File: src/rtl/wkseq_pkg.sv
package wkseq_pkg;

  typedef enum logic [1:0] {
    S_SLEEP = 2'd0,
    S_STAB  = 2'd1,
    S_LAT   = 2'd2,
    S_RUN   = 2'd3
  } seq_state_t;

  localparam logic [2:0] MODE_IDLE   = 3'd0;
  localparam logic [2:0] MODE_XSTBY  = 3'd1;
  localparam logic [2:0] MODE_SAVE   = 3'd2;
  localparam logic [2:0] MODE_STBY   = 3'd3;
  localparam logic [2:0] MODE_DOWN   = 3'd4;

  localparam logic [1:0] SRC_XTAL    = 2'b11;

  function automatic logic is_light_mode(input logic [2:0] m);
    return (m == MODE_IDLE) || (m == MODE_XSTBY) || (m == MODE_STBY);
  endfunction

  function automatic int max_of4(input int a, input int b, input int c, input int d);
    int r;
    r = a;
    if (b > r) r = b;
    if (c > r) r = c;
    if (d > r) r = d;
    return r;
  endfunction

endpackage

File: src/rtl/wkseq_delay_sel.sv
module wkseq_delay_sel
  import wkseq_pkg::*;
#(
  parameter int RC_CYC = 6,
  parameter int XT0    = 256,
  parameter int XT1    = 1000,
  parameter int XT2    = 4000,
  parameter int XT3    = 16000,
  parameter int CW     = 14
) (
  input  logic [2:0]    mode_i,
  input  logic [1:0]    src_i,
  input  logic [1:0]    xsel_i,
  output logic [CW-1:0] dly_o
);

  localparam int NXT = 4;
  localparam int XT_TAB [NXT] = '{XT0, XT1, XT2, XT3};

  logic [CW-1:0] xt_len [NXT];
  logic [CW-1:0] xt_pick;

  genvar gi;
  generate
    for (gi = 0; gi < NXT; gi++) begin : g_xt
      assign xt_len[gi] = CW'(XT_TAB[gi]);
    end
  endgenerate

  always_comb begin
    xt_pick = xt_len[xsel_i];
  end

  always_comb begin
    if (is_light_mode(mode_i)) begin
      dly_o = '0;
    end else if (src_i == SRC_XTAL) begin
      dly_o = xt_pick;
    end else begin
      dly_o = CW'(RC_CYC);
    end
  end

endmodule

File: src/rtl/wkseq_counter.sv
module wkseq_counter #(
  parameter int CW = 14
) (
  input  logic          clk,
  input  logic          rst,
  input  logic          load_i,
  input  logic [CW-1:0] load_val_i,
  input  logic          dec_i,
  output logic          zero_o
);

  logic [CW-1:0] cnt_q;

  always_ff @(posedge clk) begin
    if (rst) begin
      cnt_q <= '0;
    end else if (load_i) begin
      cnt_q <= load_val_i;
    end else if (dec_i) begin
      cnt_q <= cnt_q - 1'b1;
    end
  end

  assign zero_o = (cnt_q == '0);

  // the stage counter is never stepped below zero
  p_no_underflow_r4: assert property (@(posedge clk) disable iff (rst)
    (dec_i && !load_i) |-> !zero_o);

endmodule

File: src/rtl/wkseq_ctrl.sv
module wkseq_ctrl
  import wkseq_pkg::*;
#(
  parameter int LAT_CYC = 13,
  parameter int CW      = 14
) (
  input  logic          clk,
  input  logic          rst,
  input  logic          wake_i,
  input  logic          sleep_i,
  input  logic [CW-1:0] dly_i,
  input  logic          zero_i,
  output logic          load_o,
  output logic [CW-1:0] load_val_o,
  output logic          dec_o,
  output logic          cpu_run_o,
  output logic          isr_start_o,
  output logic          busy_o
);

  localparam logic [CW-1:0] LAT_LOAD = CW'(LAT_CYC - 1);

  seq_state_t state_q, state_d;
  logic       run_q, isr_q, busy_q;

  always_comb begin
    state_d    = state_q;
    load_o     = 1'b0;
    load_val_o = '0;
    dec_o      = 1'b0;
    unique case (state_q)
      S_SLEEP: begin
        if (wake_i) begin
          load_o = 1'b1;
          if (dly_i == '0) begin
            state_d    = S_LAT;
            load_val_o = LAT_LOAD;
          end else begin
            state_d    = S_STAB;
            load_val_o = dly_i - 1'b1;
          end
        end
      end
      S_STAB: begin
        if (zero_i) begin
          state_d    = S_LAT;
          load_o     = 1'b1;
          load_val_o = LAT_LOAD;
        end else begin
          dec_o = 1'b1;
        end
      end
      S_LAT: begin
        if (zero_i) begin
          state_d = S_RUN;
        end else begin
          dec_o = 1'b1;
        end
      end
      S_RUN: begin
        if (sleep_i) begin
          state_d = S_SLEEP;
        end
      end
      default: state_d = S_SLEEP;
    endcase
  end

  always_ff @(posedge clk) begin
    if (rst) begin
      state_q <= S_SLEEP;
      run_q   <= 1'b0;
      isr_q   <= 1'b0;
      busy_q  <= 1'b0;
    end else begin
      state_q <= state_d;
      run_q   <= (state_d == S_RUN);
      isr_q   <= (state_q == S_LAT) && zero_i;
      busy_q  <= (state_d == S_STAB) || (state_d == S_LAT);
    end
  end

  assign cpu_run_o   = run_q;
  assign isr_start_o = isr_q;
  assign busy_o      = busy_q;

  // the routine start strobe lasts one cycle
  p_isr_single_r6: assert property (@(posedge clk) disable iff (rst)
    isr_q |=> !isr_q);

  // the strobe comes with the CPU release and ends busy
  p_isr_release_r5: assert property (@(posedge clk) disable iff (rst)
    isr_q |-> (run_q && !busy_q));

  // a sequence only starts from a wake request
  p_busy_from_wake_r5: assert property (@(posedge clk) disable iff (rst)
    $rose(busy_q) |-> $past(wake_i));

  // the CPU release is only withdrawn by a sleep entry
  p_run_hold_r7: assert property (@(posedge clk) disable iff (rst)
    $fell(run_q) |-> $past(sleep_i));

  // the CPU stays held while a sequence runs
  p_hold_while_busy_r5: assert property (@(posedge clk) disable iff (rst)
    busy_q |-> !run_q);

  // no sequence starts while the CPU is released
  p_no_wake_running_r9: assert property (@(posedge clk) disable iff (rst)
    run_q && !sleep_i |=> !busy_q);

endmodule

File: src/rtl/wkseq_top.sv
module wkseq_top
  import wkseq_pkg::*;
#(
  parameter int RC_CYC  = 6,
  parameter int LAT_CYC = 13,
  parameter int XT0     = 256,
  parameter int XT1     = 1000,
  parameter int XT2     = 4000,
  parameter int XT3     = 16000
) (
  input  logic       clk,
  input  logic       rst,
  input  logic       wake_i,
  input  logic       sleep_i,
  input  logic [2:0] prev_mode_i,
  input  logic [1:0] clk_src_i,
  input  logic [1:0] xtal_sel_i,
  output logic       cpu_run_o,
  output logic       isr_start_o,
  output logic       busy_o
);

  localparam int MAX_XT  = max_of4(XT0, XT1, XT2, XT3);
  localparam int MAX_ALL = max_of4(MAX_XT, RC_CYC, LAT_CYC, 1);
  localparam int CW      = $clog2(MAX_ALL + 1);

  logic [CW-1:0] dly;
  logic          load, dec, zero;
  logic [CW-1:0] load_val;

  wkseq_delay_sel #(
    .RC_CYC(RC_CYC), .XT0(XT0), .XT1(XT1), .XT2(XT2), .XT3(XT3), .CW(CW)
  ) u_sel (
    .mode_i (prev_mode_i),
    .src_i  (clk_src_i),
    .xsel_i (xtal_sel_i),
    .dly_o  (dly)
  );

  wkseq_counter #(.CW(CW)) u_cnt (
    .clk        (clk),
    .rst        (rst),
    .load_i     (load),
    .load_val_i (load_val),
    .dec_i      (dec),
    .zero_o     (zero)
  );

  wkseq_ctrl #(.LAT_CYC(LAT_CYC), .CW(CW)) u_ctrl (
    .clk         (clk),
    .rst         (rst),
    .wake_i      (wake_i),
    .sleep_i     (sleep_i),
    .dly_i       (dly),
    .zero_i      (zero),
    .load_o      (load),
    .load_val_o  (load_val),
    .dec_o       (dec),
    .cpu_run_o   (cpu_run_o),
    .isr_start_o (isr_start_o),
    .busy_o      (busy_o)
  );

endmodule

File: config.mk
export PLATFORM = sky130hd
export DESIGN_NAME = wkseq_top
export DESIGN_NICKNAME = d
export VERILOG_FILES = /design/src/rtl/wkseq_pkg.sv /design/src/rtl/wkseq_delay_sel.sv /design/src/rtl/wkseq_counter.sv /design/src/rtl/wkseq_ctrl.sv /design/src/rtl/wkseq_top.sv
export SDC_FILE = /design/constraint.sdc
export NUM_CORES = 1
export LEC_CHECK = 0
export ABC_AREA = 0
export BUFFER_PORTS_ARGS = -buffer_cell sky130_fd_sc_hd__buf_2
export CORE_UTILIZATION = 55
export CTS_CLUSTER_DIAMETER = 60
export DETAILED_ROUTE_END_ITERATION = 8
export PLACE_DENSITY = 0.78
export REMOVE_ABC_BUFFERS = 1
export SYNTH_ARGS = -nofsm -noshare
export SYNTH_HDL_FRONTEND = slang
export SYNTH_SLANG_ARGS = --single-unit
File: constraint.sdc
create_clock -name clk -period 7.1 [get_ports clk]
set_input_delay 1.42 -clock clk [delete_from_list [all_inputs] [get_ports clk]]
set_output_delay 1.42 -clock clk [all_outputs]
set_load 0.03 [all_outputs]
==> run metrics <==
run status finished clean; adder-cell share of the synthesized area about 11%; synthesized-area fraction occupied by ao, oa, aoi and oai cells 26.2%; number of buffers added to fix hold violations after cts 0; final hold violation count 0; Cell Count Post-Placement 238; largest net degree at the start of global routing 21; via count of the first global-routing pass about 1300; wire length of the first global-routing pass 6.33 mm; DR vias/cell 6.32; multiplexer share of the synthesized area 0%; Power Total 0.000541 W; DRC errors left 0; Final Setup Violations 0; hold path depth 2; min-delay src u_cnt.cnt_q[11]$_SDFFE_PP0P_; routability-driven placement congestion ratio 0.942; Die X about 55 um; post-synthesis to final-layout area growth 6.68%; Place WS 3.49 ns; Syn Area/Cell 7.64 sq um; number of max-slew violations in the final report 0; routed via count 1529; parity-gate share of the synthesized area counting xor and xnor cells under 10%; number of buffers inserted to repair setup after CTS 0; worst slew margin relative to its limit 53.2%; Worst VDD drop around 0.2 mV; Setup TNS 0 ns; final setup slack of the worst path 3.76 ns; critical path class input port to flip-flop; shortest clock period the worst path allows after layout 3.34 ns; post-CTS resize count 0; source-to-sink clock delay at the later pin of the worst-skew pair about 0.30 ns; layout cell share with drive strength beyond 1 approximately 14%; slew at the pin closest to its max-slew limit 0.697 ns; max frequency roughly 300 MHz; total global-route track usage 29.5%; count of antenna-violating nets left after detailed routing 0; Syn. warnings 0; TritonCTS clock tree yes; Longest Clk Path Bufs 2; power density of the placed cells 330 nW/um^2; net total in the final layout 238; Hold Crit Endpoint u_cnt.cnt_q[11]$_SDFFE_PP0P_; CTS clk-pin slew, worst paths 0.11 ns; prevailing post-synth register cell sky130_fd_sc_hd__dfxtp_1; effective utilization at floorplan 59.8%; post-synthesis async set-or-reset flop share 0%; Core Box Area between 2000 and 3000 sq um; sequential fraction of the synthesis area 24.8%; min-delay worst type flip-flop to flip-flop; Seq cells post-synth 19; Clock Tree Root sky130_fd_sc_hd__clkbuf_4; clock skew 0.0105 ns; R2R Path Start u_ctrl.state_q[1]$_SDFF_PP0_; count of non-filler cells in the finished layout 242; wirelength, routed between 3 and 4 mm; H-tree level count 1; Boundary Pins 14; floorplan die height 54.8 um; CTS sink cnt 19; initial DRC count 74; depth of the worst register-to-register path 8; worst setup slack for register-to-register paths 4.61 ns; Die Area 3010 sq um; Required @ worst endpoint 7.31 ns; Final Core Density 63.8%; period utilization 47.0%; CP endpoint kind flip-flop; number of enable flip-flop cells after synthesis 0; sum of overflow across all layers after global routing 0; data arrival time of the critical path 3.55 ns; maximum net fanout on the critical path 4; number of max-cap violations 0; drt first pass iters 4; row cnt 18; Reg-to-Reg End u_cnt.cnt_q[11]$_SDFFE_PP0P_; buffers added on ports 13; number of unique standard cell types used by synthesis 47; number of CTS-inserted buffers 3; leakage component of the power 0.655 nW; initial antenna violation count 0; largest family of logic cells by synthesized area simple AND/OR/NAND/NOR gates; Final HPWL DP roughly 2.9 mm; Synth Area in Simple Gates a little under a third; per-cell routed wire length 15.9 um; combined area of all synthesized cells roughly 1500 sq um; diodes inserted 0; RSZ-0062 raised after global routing false; kind of start point of the critical path input port; Synth Instances 201
registers in the layout, indices dropped and copies added, names as in the netlist:
register	flops
u_ctrl.cpu_run_o	1
u_ctrl.state_q	2
u_ctrl.busy_o	1
u_cnt.cnt_q	14
u_ctrl.isr_start_o	1
worst max-delay path: stages:
cell and delay, ns:
sky130_fd_sc_hd__buf_2 0.09, sky130_fd_sc_hd__nor2b_1 0.16, sky130_fd_sc_hd__or2_2 0.30, sky130_fd_sc_hd__nand2_1 0.10
sky130_fd_sc_hd__ha_1 0.23, sky130_fd_sc_hd__ha_1 0.25, sky130_fd_sc_hd__nand4b_1 0.15, sky130_fd_sc_hd__or3_1 0.34
sky130_fd_sc_hd__a31oi_1 0.20, sky130_fd_sc_hd__a21oi_1 0.06, sky130_fd_sc_hd__nor4_1 0.26
layout make-up:
type	count	area, sq um
clock buffers	4	26.3
fillers	245	930
inverters	10	37.5
multi-input cells	166	1090
flip-flops and latches	19	380
well taps	30	37.5
repair buffers	13	65.1
placed cells by master (no fill, tap or decap), types with 2 or more instances in the layout:
cell type,instances
sky130_fd_sc_hd__nand2b_1,2
sky130_fd_sc_hd__and3_1,4
sky130_fd_sc_hd__or3_1,2
sky130_fd_sc_hd__ha_1,14
sky130_fd_sc_hd__nor2_1,23
sky130_fd_sc_hd__o21ai_0,16
sky130_fd_sc_hd__buf_2,13
sky130_fd_sc_hd__a21oi_2,2
sky130_fd_sc_hd__nor3_1,12
sky130_fd_sc_hd__dfxtp_1,19
sky130_fd_sc_hd__nor4b_1,2
sky130_fd_sc_hd__nand2_1,16
sky130_fd_sc_hd__o21a_1,2
sky130_fd_sc_hd__a31oi_1,3
sky130_fd_sc_hd__a211oi_1,5
sky130_fd_sc_hd__xor2_1,3
sky130_fd_sc_hd__a21oi_1,19
sky130_fd_sc_hd__nand3_1,9
sky130_fd_sc_hd__a32oi_1,2
sky130_fd_sc_hd__inv_1,10
sky130_fd_sc_hd__clkbuf_4,3
sky130_fd_sc_hd__nor2b_1,5
metal layers:
layer	vias up	global-route usage, %	wire length [um]
met5	-	0	0
met2	66	48.2	1830
met1	705	39.9	1750
li1	752	-	-
met3	6	3.33	230
met4	0	8.97	41
worst max-delay path by stage:
stage,from,to,slack (ns),cells past startpoint
2_1_floorplan,prev_mode_i[1],u_cnt.cnt_q[10]$_SDFFE_PP0P_,3.87,10
3_3_place_gp,xtal_sel_i[1],u_ctrl.busy_o$_SDFF_PP0_,3.53,9
3_5_place_dp,xtal_sel_i[1],u_ctrl.busy_o$_SDFF_PP0_,3.49,9
4_1_cts,prev_mode_i[1],u_cnt.cnt_q[10]$_SDFFE_PP0P_,3.80,11
5_1_grt,xtal_sel_i[1],u_cnt.cnt_q[10]$_SDFFE_PP0P_,3.59,11
6_report,prev_mode_i[1],u_cnt.cnt_q[10]$_SDFFE_PP0P_,3.76,11
stage by stage:
step	area [sq um]	hold slack [ns]
after CTS	1640	0.532
after floorplan	1510	0.464
after detailed placement	1610	0.513
after global placement	1610	0.494
after global routing	1640	0.559
final	1640	0.538
cell usage after synthesis (2+ instances only):
library cell / instances / area (sq um)
sky130_fd_sc_hd__a211oi_1: 5 / 37.5
sky130_fd_sc_hd__a21oi_1: 19 / 95.1
sky130_fd_sc_hd__a21oi_2: 2 / 17.5
sky130_fd_sc_hd__a31oi_1: 3 / 18.8
sky130_fd_sc_hd__a32oi_1: 2 / 17.5
sky130_fd_sc_hd__and3_1: 4 / 25.0
sky130_fd_sc_hd__buf_2: 3 / 15.0
sky130_fd_sc_hd__clkbuf_1: 3 / 11.3
sky130_fd_sc_hd__dfxtp_1: 19 / 380
sky130_fd_sc_hd__ha_1: 14 / 175
sky130_fd_sc_hd__inv_1: 10 / 37.5
sky130_fd_sc_hd__nand2_1: 16 / 60.1
sky130_fd_sc_hd__nand2b_1: 2 / 12.5
sky130_fd_sc_hd__nand3_1: 9 / 45.0
sky130_fd_sc_hd__nor2_1: 23 / 86.3
sky130_fd_sc_hd__nor2b_1: 5 / 31.3
sky130_fd_sc_hd__nor3_1: 12 / 60.1
sky130_fd_sc_hd__nor4b_1: 2 / 17.5
sky130_fd_sc_hd__o21a_1: 2 / 15.0
sky130_fd_sc_hd__o21ai_0: 16 / 80.1
sky130_fd_sc_hd__or3_1: 2 / 12.5
sky130_fd_sc_hd__xor2_1: 3 / 26.3
where the power goes:
group	switching [W]	total [W]	internal, W	leakage (nW)
sequential	0.0000333	0.000169	0.000136	0.156
clock	0.0000349	0.0000567	0.0000219	0.0150
combinational	0.000195	0.000315	0.000121	0.484
total	0.000263	0.000541	0.000279	0.655
cells by family after synthesis:
group,Yosys count
AND/OR/NAND/NOR,88
XOR/XNOR,4
flip-flops,19
AO/OA/AOI/OAI,60
adder cells (fa/ha/maj),14
buffers and inverters,16
(Power assumes the default switching activity.)
